[src/rtl/hdlc_rx_engine.sv]
module hdlc_rx_engine (
  input  logic        clk,
  input  logic        rst_n,
  input  logic        rx_en,
  input  logic        bit_valid,
  input  logic        bit_in,
  output logic        out_valid,
  output logic [7:0]  out_data,
  output logic [1:0]  out_tag,
  output logic [15:0] crc_capture
);

  localparam logic [7:0]  FLAG     = 8'h7E;
  localparam logic [15:0] POLY     = 16'h8408;
  localparam logic [15:0] PRESET   = 16'hFFFF;
  localparam logic [15:0] RESIDUE  = 16'hF0B8;
  localparam logic [1:0]  TAG_BODY = 2'b00;
  localparam logic [1:0]  TAG_HEAD = 2'b01;
  localparam logic [1:0]  TAG_GOOD = 2'b10;
  localparam logic [1:0]  TAG_BAD  = 2'b11;

  logic [7:0]  win;
  logic [3:0]  fill;
  logic        hunt;
  logic [2:0]  ones;
  logic [6:0]  sh;
  logic [2:0]  bc;
  logic [15:0] crc, fcs_sh;
  logic [7:0]  h0, h1, h2;
  logic [1:0]  hc;
  logic        sent_any, inframe, close_pend, abort_pend;

  wire        live      = rx_en | sent_any;
  wire        stb       = live & bit_valid;
  wire [7:0]  win_n     = {win[6:0], bit_in};
  wire        flag_hit  = stb && fill >= 4'd7 && win_n == FLAG;
  wire        abort_hit = stb && fill >= 4'd6 && win_n[6:0] == 7'h7F;
  wire        d         = win[7];
  wire        out_bit   = stb && fill == 4'd8 && !hunt;
  wire        stuffed   = out_bit && !d && ones == 3'd5;
  wire        acc       = out_bit && !stuffed;
  wire [7:0]  byte_n    = {d, sh};
  wire        byte_done = acc && bc == 3'd7;
  wire        fb        = crc[0] ^ d;
  wire [15:0] crc_n     = (crc >> 1) ^ (fb ? POLY : 16'h0000);
  wire        frame_ok  = bc == 3'd0 && crc == RESIDUE;

  always_ff @(posedge clk or negedge rst_n) begin
    if (!rst_n) begin
      win <= '0; fill <= '0; hunt <= 1'b1; ones <= '0; sh <= '0; bc <= '0;
      crc <= PRESET; fcs_sh <= '0; h0 <= '0; h1 <= '0; h2 <= '0; hc <= '0;
      sent_any <= 1'b0; inframe <= 1'b0; close_pend <= 1'b0; abort_pend <= 1'b0;
      out_valid <= 1'b0; out_data <= '0; out_tag <= '0; crc_capture <= '0;
    end else begin
      out_valid <= 1'b0;
      if (!live) begin
        fill <= '0; hunt <= 1'b1; ones <= '0; bc <= '0; hc <= '0; crc <= PRESET;
        inframe <= 1'b0; close_pend <= 1'b0; abort_pend <= 1'b0;
      end else begin
        if (close_pend || abort_pend) begin
          if (sent_any) begin
            out_valid <= 1'b1;
            out_data  <= h0;
            out_tag   <= (close_pend && frame_ok) ? TAG_GOOD : TAG_BAD;
          end
          if (close_pend) crc_capture <= fcs_sh;
          ones <= '0; bc <= '0; hc <= '0; crc <= PRESET;
          sent_any <= 1'b0; inframe <= 1'b0;
          close_pend <= 1'b0; abort_pend <= 1'b0;
        end
        if (stb) begin
          win <= win_n;
          if (flag_hit) begin
            fill <= '0;
            hunt <= 1'b0;
            if (!hunt && (inframe || acc)) close_pend <= 1'b1;
          end else if (abort_hit) begin
            fill <= '0;
            hunt <= 1'b1;
            if (!hunt && (inframe || acc)) abort_pend <= 1'b1;
          end else if (fill != 4'd8) begin
            fill <= fill + 4'd1;
          end
        end
        if (out_bit) begin
          ones <= d ? ((ones == 3'd5) ? ones : ones + 3'd1) : 3'd0;
          if (acc) begin
            crc     <= crc_n;
            fcs_sh  <= {fcs_sh[14:0], d};
            sh      <= byte_n[7:1];
            bc      <= bc + 3'd1;
            inframe <= 1'b1;
            if (byte_done) begin
              if (hc != 2'd3) begin
                if (hc == 2'd0)      h0 <= byte_n;
                else if (hc == 2'd1) h1 <= byte_n;
                else                 h2 <= byte_n;
                hc <= hc + 2'd1;
              end else begin
                out_valid <= 1'b1;
                out_data  <= h0;
                out_tag   <= sent_any ? TAG_BODY : TAG_HEAD;
                h0 <= h1; h1 <= h2; h2 <= byte_n;
                sent_any <= 1'b1;
              end
            end
          end
        end
      end
    end
  end

  logic in_pkt_q;
  always_ff @(posedge clk or negedge rst_n) begin
    if (!rst_n) in_pkt_q <= 1'b0;
    else if (out_valid) in_pkt_q <= !out_tag[1];
  end

  assert_body_in_packet_R3: assert property (@(posedge clk) disable iff (!rst_n)
    (out_valid && out_tag == TAG_BODY) |-> in_pkt_q);
  assert_head_outside_packet_R3: assert property (@(posedge clk) disable iff (!rst_n)
    (out_valid && out_tag == TAG_HEAD) |-> !in_pkt_q);
  assert_end_then_quiet_R4: assert property (@(posedge clk) disable iff (!rst_n)
    (out_valid && out_tag[1]) |=> !out_valid);
  assert_three_withheld_R2: assert property (@(posedge clk) disable iff (!rst_n)
    sent_any |-> hc == 2'd3);
  assert_abort_flush_R5: assert property (@(posedge clk) disable iff (!rst_n)
    (abort_pend && sent_any) |=> (out_valid && out_tag == TAG_BAD));
  assert_capture_hold_R11: assert property (@(posedge clk) disable iff (!rst_n)
    !close_pend |=> $stable(crc_capture));
  assert_off_quiet_R10: assert property (@(posedge clk) disable iff (!rst_n)
    (!rx_en && !sent_any) |=> !out_valid);

endmodule

[config.mk]
export PLATFORM = sky130hd
export DESIGN_NAME = hdlc_rx_engine
export DESIGN_NICKNAME = d
export VERILOG_FILES = /design/src/rtl/hdlc_rx_engine.sv
export SDC_FILE = /design/constraint.sdc
export NUM_CORES = 1
export LEC_CHECK = 0
export BUFFER_PORTS_ARGS = -buffer_cell sky130_fd_sc_hd__buf_2
export CORE_MARGIN = 8
export CORE_UTILIZATION = 55
export DETAILED_ROUTE_END_ITERATION = 6
export PLACE_DENSITY_LB_ADDON = 0.15
export SLEW_MARGIN = 20
export SYNTH_ARGS = -nofsm -noshare
export SYNTH_HDL_FRONTEND = slang
export SYNTH_SLANG_ARGS = --single-unit
[constraint.sdc]
create_clock -name clk -period 4.6 [get_ports clk]
set_input_delay 0.92 -clock clk [delete_from_list [all_inputs] [get_ports clk]]
set_output_delay 0.92 -clock clk [all_outputs]
set_load 0.005 [all_outputs]
==> results of run 1 <==
[Yosys cell counts, drive strengths merged, types with 2 or more instances]
master,n,area (um2)
inv,9,33.78
dfrtp,91,2277
nor2,29,108.9
nand2b,4,25.02
mux2i,4,40.04
nand2,62,232.7
nor3,19,100.1
nand3,8,45.04
clkbuf,9,33.78
xor2,4,35.03
and4,2,17.52
nor2b,2,12.51
dfstp,17,446.7
o2111ai,3,43.80
o21ai,24,120.1
nand3b,2,15.01
or2,2,12.52
o22ai,6,37.54
nand4,4,25.02
mux2,56,630.6
buf,12,68.81
ha,12,150.1
a21oi,10,50.05
a31oi,2,12.51
o21a,2,15.01
a2bb2oi,7,61.31
nor3b,2,26.28
[report_power, final]
part | switching [mW] | leakage, nW | internal (mW) | total [mW]
clock network | 0.330 | 0.0851 | 0.216 | 0.546
registers | 0.156 | 1.40 | 1.15 | 1.31
logic | 0.198 | 1.09 | 0.188 | 0.385
total | 0.684 | 2.57 | 1.55 | 2.24
[cell families after synthesis]
kind of cell	share of synthesized area (%)
and+or+nand+nor	14.19
DFF	56.18
AOI/OAI and AO/OA	8.904
muxes	13.83
buffers and inverters	2.890
adders and majority gates	3.097
xor gates and xnor gates	0.9032
[flip-flops by register name, indices dropped and copies added, names as in the netlist]
signal and count:
crc 16, out_tag 2, bc 3, h0 8
fill 4, crc_capture 16, h2 8, sh 6
hunt 1, hc 2, win 8, out_data 8
close_pend 1, fcs_sh 10, abort_pend 1, sent_any 1
out_valid 1, h1 8, ones 3, inframe 1
[routing by layer]
| metal | GRT usage (%) | vias to the layer above | share of wire (%) |
|---|---|---|---|
| met1 | 21.52 | 1551 | 49 |
| met2 | 24.74 | 51 | 46 |
| met4 | 5.111 | 0 | 1.1 |
| li1 | - | 1516 | - |
| met5 | 0 | - | 0 |
| met3 | 4.220 | 9 | 4.1 |
[per-stage QoR]
step	power (mW)	util, %
2_1_floorplan	1.590	-
3_3_place_gp	1.684	58.43
3_5_place_dp	1.705	58.43
4_1_cts	2.251	60.59
5_1_grt	2.382	60.95
6_report	2.239	60.95
[worst max-delay path, cell delays in order (launching register included)]
cell and delay (ns):
dfrtp_1 0.60, or2_1 0.58, o2111a_2 0.84, nand3_2 0.35
mux2_2 0.36
[placed cells by master, fill, tap and decap left out, drive strengths merged, types with 3 or more instances in the layout]
cell / Yosys / routed
a21oi: 10 / 10
a2bb2oi: 7 / 7
buf: 12 / 33
clkbuf: 9 / 10
clkinv: 1 / 3
clkinvlp: 0 / 3
dfrtp: 91 / 91
dfstp: 17 / 17
ha: 12 / 12
inv: 9 / 10
mux2: 56 / 56
mux2i: 4 / 4
nand2: 62 / 62
nand2b: 4 / 4
nand3: 8 / 8
nand4: 4 / 4
nor2: 29 / 29
nor3: 19 / 19
o2111ai: 3 / 3
o21ai: 24 / 24
o22ai: 6 / 6
xor2: 4 / 4
[layout make-up]
cell class | count | area (um2)
Clock inverter | 6 | 48.80
Fill cell | 731 | 3372
Tap cell | 108 | 135.1
Inverter | 10 | 37.54
Sequential cell | 108 | 2724
Timing Repair Buffer | 33 | 196.4
Clock buffer | 10 | 137.6
Multi-Input combinational cell | 283 | 1984
[path summary, 6_finish.rpt]
kind,endpoint,cells past startpoint,slack (ns)
setup / recovery,h2[7],4,1.75
hold / removal,fcs_sh[13],2,0.49
setup reg to reg,h2[7],4,1.75
hold reg to reg,fcs_sh[13],2,0.49
max in group asynchronous,hunt,2,3.18
min in group asynchronous,sent_any,1,0.58
==> implementation parameters, run 1 <==
Parameter                              Value

Global route
  Maximum number of pins on one net before global-route repair    84
  Overflow after GRT    0
  Number of global-route vias before repair    3130
  Wire length of the first global-routing pass    15.26 mm
  All-layer global routing usage    16.01%
  Initial antenna violation count    0

Floorplan
  Number of rows in the core area    34
  Boundary Pins    32
  Placeable core region    8636 um2
  Initial standard-cell utilization of the core    56.14%
  Die area    12080 um2
  Height of the chip    109.9 um
  X dimension of the die    109.9 um

Clock tree
  Number of clock sinks    108
  Clock buffer count from CTS    9
  Number of levels in the clock H-tree    3
  Post-CTS Resized    0
  Clock-pin slew of the registers on the worst-case setup and hold paths    0.10 ns
  Clock tree root driver cell    clkbuf_8
  Number of buffers inserted for hold repair after clock tree synthesis    0
  Clock latency on the worst-skew pair    0.37 ns
  TritonCTS clock tree    built
  Max Root-Sink Buffers    2
  Post-CTS Setup Bufs    0

Yosys
  Cell area after synthesis    4848 um2
  Post-synth EDFFs    0
  Top_reg_cell synth    dfrtp_1
  Synthesized flop and latch total    108
  Avg Inst Size Synth    11.49 um2
  Warnings from Yosys    0
  Async set or reset register ratio after synthesis    100.0%
  Post-synthesis cell type count    54
  Net count after synthesis    439
  Register area share after synthesis    56.18%
  Cell count after synthesis    422

Placement
  Post-DP HPWL    5.944 mm
  Instance area at placement    5046 um2
  Final weighted congestion of routability-driven global placement    0.7518
  Pre-CTS setup slack    1.222 ns
  Number of buffers inserted by port buffering    31
  Placed cell count    541

Pwr
  Pwr per Cell Area    425.3 nW/um2
  P_leak    2.574 nW
  Largest vdd supply drop    264.8 uV

Run status
  Run status    completed

Setup path
  Timing startpoint of the critical path    sent_any
  Kind of critical path    flop to flop
  Setup crit end kind    flop
  Reg2reg start    sent_any
  Required time reported for the critical path endpoint    4.85 ns
  Peak fanout along the critical path    39
  WP data arrival    3.11 ns
  Type of origin of the critical path    flop

Final layout
  Net count reported at finish    462
  Count of placed standard cells in the final layout, fillers left out    558
  Post-route cell area    5264 um2
  Fraction of layout instances using a drive strength above 1    28.67%
  Number of antenna repair diodes    0
  Layout Area Growth over Synthesis    8.568%

Detailed routing
  Routed Wire Length    8.875 mm
  Vias after detailed routing    3127
  Pre-Repair DR Iteration Count    4
  DRC violation total after the first TritonRoute iteration    129
  Number of remaining DRC errors    0
  Post-detailed-route count of antenna-violating nets    0
  Post-DR wirelength/cell    15.91 um
  Post-DR vias/cell    5.604

Timing
  Worst path setup slack after routing    1.745 ns
  Final hold vios    0
  Actual slew at the worst max-slew pin    0.7625 ns
  Hold slack final    0.4897 ns
  Max Clock Skew    0.008816 ns
  Setup_tns    0 ns
  Setup violation total in the final timing report    0
  Time the worst path needs with I/O delays and setup    2.855 ns
  Setup repair after global routing missed its margin    no
  Max Freq    350.3 MHz
  Portion of the clock cycle consumed by the worst path in the final layout    62.06%
  Number of max-slew violations in the final report    0
  Slew headroom    48.83%

Min path
  Min-delay src    fcs_sh[12]
  Classification of the worst-slack hold path    flop to flop

Run
  Max-capacitance violation count    0
Power figures use the tool's default switching activity.
==> run 2, diff against run 1 <==
==> constraint.sdc (replaced) <==
create_clock -name clk -period 2.7 [get_ports clk]
set_input_delay 0.54 -clock clk [delete_from_list [all_inputs] [get_ports clk]]
set_output_delay 0.54 -clock clk [all_outputs]
set_load 0.005 [all_outputs]
==> implementation parameters, run 2 (synthesized netlist as in run 1, its figures left out) <==
Parameter                              Value

Global route
  Initial antenna violation count    0 (unchanged)
  All-layer global routing usage    16.61% (+0.59 points)
  Wire length of the first global-routing pass    15.90 mm (+4.2%)
  Number of global-route vias before repair    3291 (+5.1%)
  Overflow after GRT    0 (unchanged)
  Maximum number of pins on one net before global-route repair    43 (-49%)

Clock tree
  Clock-pin slew of the registers on the worst-case setup and hold paths    0.10 ns (about the same)
  Clock latency on the worst-skew pair    0.37 ns (about the same)
  Number of levels in the clock H-tree    3 (unchanged)
  Clock tree root driver cell    clkbuf_8
  TritonCTS clock tree    built
  Number of clock sinks    108 (unchanged)
  Post-CTS Setup Bufs    0 (unchanged)
  Post-CTS Resized    0 (unchanged)
  Max Root-Sink Buffers    2 (unchanged)
  Clock buffer count from CTS    9 (unchanged)
  Number of buffers inserted for hold repair after clock tree synthesis    0 (unchanged)

Run status
  Run status    completed

Pwr
  Largest vdd supply drop    504.0 uV (+90%)
  Post-layout total power    3.955 mW (+77%)
  P_leak    2.632 nW (+2.2%)
  Pwr per Cell Area    739.6 nW/um2 (+74%)

Placement
  Placed cell count    551 (+1.8%)
  Number of buffers inserted by port buffering    31 (unchanged)
  Instance area at placement    5134 um2 (+1.7%)
  Final weighted congestion of routability-driven global placement    0.8200 (+9.1%)
  Post-DP HPWL    6.271 mm (+5.5%)

Final layout
  Fraction of layout instances using a drive strength above 1    29.85% (+1.2 points)
  Post-route cell area    5348 um2 (+1.6%)
  Layout fillers    728 (-0.41%)
  Count of placed standard cells in the final layout, fillers left out    567 (+1.6%)
  Layout Area Growth over Synthesis    10.30%
  Number of antenna repair diodes    0 (unchanged)
  Highest-count cells in the layout ignoring fill and taps    dfrtp_1 (91), nand2_1 (62), mux2_2 (55)
  Most common cell after layout, fill and taps aside    dfrtp_1
  Net count reported at finish    471 (+1.9%)
  Largest registers    crc x16, crc_capture x16, fcs_sh x10

Detailed routing
  Post-DR wirelength/cell    16.33 um (+2.6%)
  Number of remaining DRC errors    0 (unchanged)
  Post-detailed-route count of antenna-violating nets    0 (unchanged)
  Post-DR vias/cell    5.640 (+0.65%)
  DRC violation total after the first TritonRoute iteration    158 (+22%)
  Vias after detailed routing    3198 (+2.3%)
  Routed Wire Length    9.257 mm (+4.3%)
  Pre-Repair DR Iteration Count    4 (unchanged)

Timing
  Setup_tns    0 ns (unchanged)
  Setup violation total in the final timing report    0 (unchanged)
  Max Clock Skew    0.01118 ns (+0.002368 ns)
  Slew headroom    48.92% (+0.090 points)
  Actual slew at the worst max-slew pin    0.7611 ns (-0.001342 ns)
  Number of max-slew violations in the final report    0 (unchanged)
  Max Freq    440.2 MHz (+26%)
  Setup repair after global routing missed its margin    no
  Final hold vios    0 (unchanged)
  Time the worst path needs with I/O delays and setup    2.272 ns (-0.5828 ns)
  Portion of the clock cycle consumed by the worst path in the final layout    84.14% (+22 points)

Floorplan
  Boundary Pins    32 (unchanged)
  X dimension of the die    109.9 um (unchanged)
  Die area    12080 um2 (unchanged)
  Number of rows in the core area    34 (unchanged)
  Initial standard-cell utilization of the core    56.14% (unchanged)
  Placeable core region    8636 um2 (unchanged)
  Height of the chip    109.9 um (unchanged)

Setup path
  Type of origin of the critical path    flop
  Peak fanout along the critical path    18 (-54%)
  Buffering stage count on the worst path with inverters included    2 (+2)
  Crit path largest cell delay    0.51 ns (-0.33 ns)
  Timing startpoint of the critical path    fill[0]
  Required time reported for the critical path endpoint    2.99 ns (-1.86 ns)
  WP data arrival    2.56 ns (-0.55 ns)
  Category of cells accounting for the largest share of critical-path delay    simple AND/OR/NAND/NOR gates
  Worst path cell trace    inv_1, ha_1, and3b_1, o2111ai_4, buf_4, nor3_2, a2bb2oi_1
  Kind of critical path    flop to flop
  Setup crit end kind    flop
  Reg2reg start    fill[0]
  Slowest CP cell    nor3_2

Run
  Max-capacitance violation count    0 (unchanged)

Min path
  Classification of the worst-slack hold path    primary input to asynchronous set/reset pin
run 2: cell types whose count changed in the layout (fill, tap and decap cells not counted), sizes merged:
cell and delta:
bufinv +2, buf +9, clkinvlp -2
run 2: path summary, 6_finish.rpt:
path | to | slack [ns] | cells past startpoint
setup / recovery | h1[5] | 0.43 | 7
hold / removal | win[0] | 0.16 | 1
setup reg to reg | h1[5] | 0.43 | 7
hold reg to reg | fcs_sh[15] | 0.50 | 2
max in group asynchronous | sh[5] | 1.80 | 2
min in group clk | abort_pend | 0.45 | 3
run 2: final cells by class:
class / instances / area, um2 / area share [%]
multi-input cells: 283 / 1984 / 37.11
clock buffers: 10 / 127.6 / 2.387
well taps: 108 / 135.1 / 2.527
repair buffers: 42 / 252.7 / 4.726
inverters: 10 / 37.54 / 0.7019
flip-flops and latches: 108 / 2724 / 50.94
clock inverters: 6 / 86.33 / 1.614
run 2: per-layer routing:
layer | wire length [um] | part of all wire [%] | GRT usage (%) | vias to the layer above
met2 | 4349 | 47 | 26.58 | 77
met4 | 139 | 1.5 | 5.111 | 0
met1 | 4314 | 47 | 22.32 | 1567
met3 | 454 | 4.9 | 3.224 | 15
met5 | 0 | 0 | 0 | -
li1 | - | - | - | 1539
run 2: metrics by stage:
stage,hold WS (ns),setup slack [ns],util [%]
after floorplan,0.2444,0.7448,-
after global placement,0.4716,0.5390,59.45
after detailed placement,0.4784,0.4247,59.45
after CTS,0.1626,0.4153,61.92
after global routing,0.1960,0.2219,61.92
final,0.1553,0.4283,61.92
run 2: report_power, final:
part	internal (mW)	total [mW]	switching, mW
clock network	0.523	1.07	0.543
logic	0.325	0.665	0.340
registers	1.96	2.22	0.263
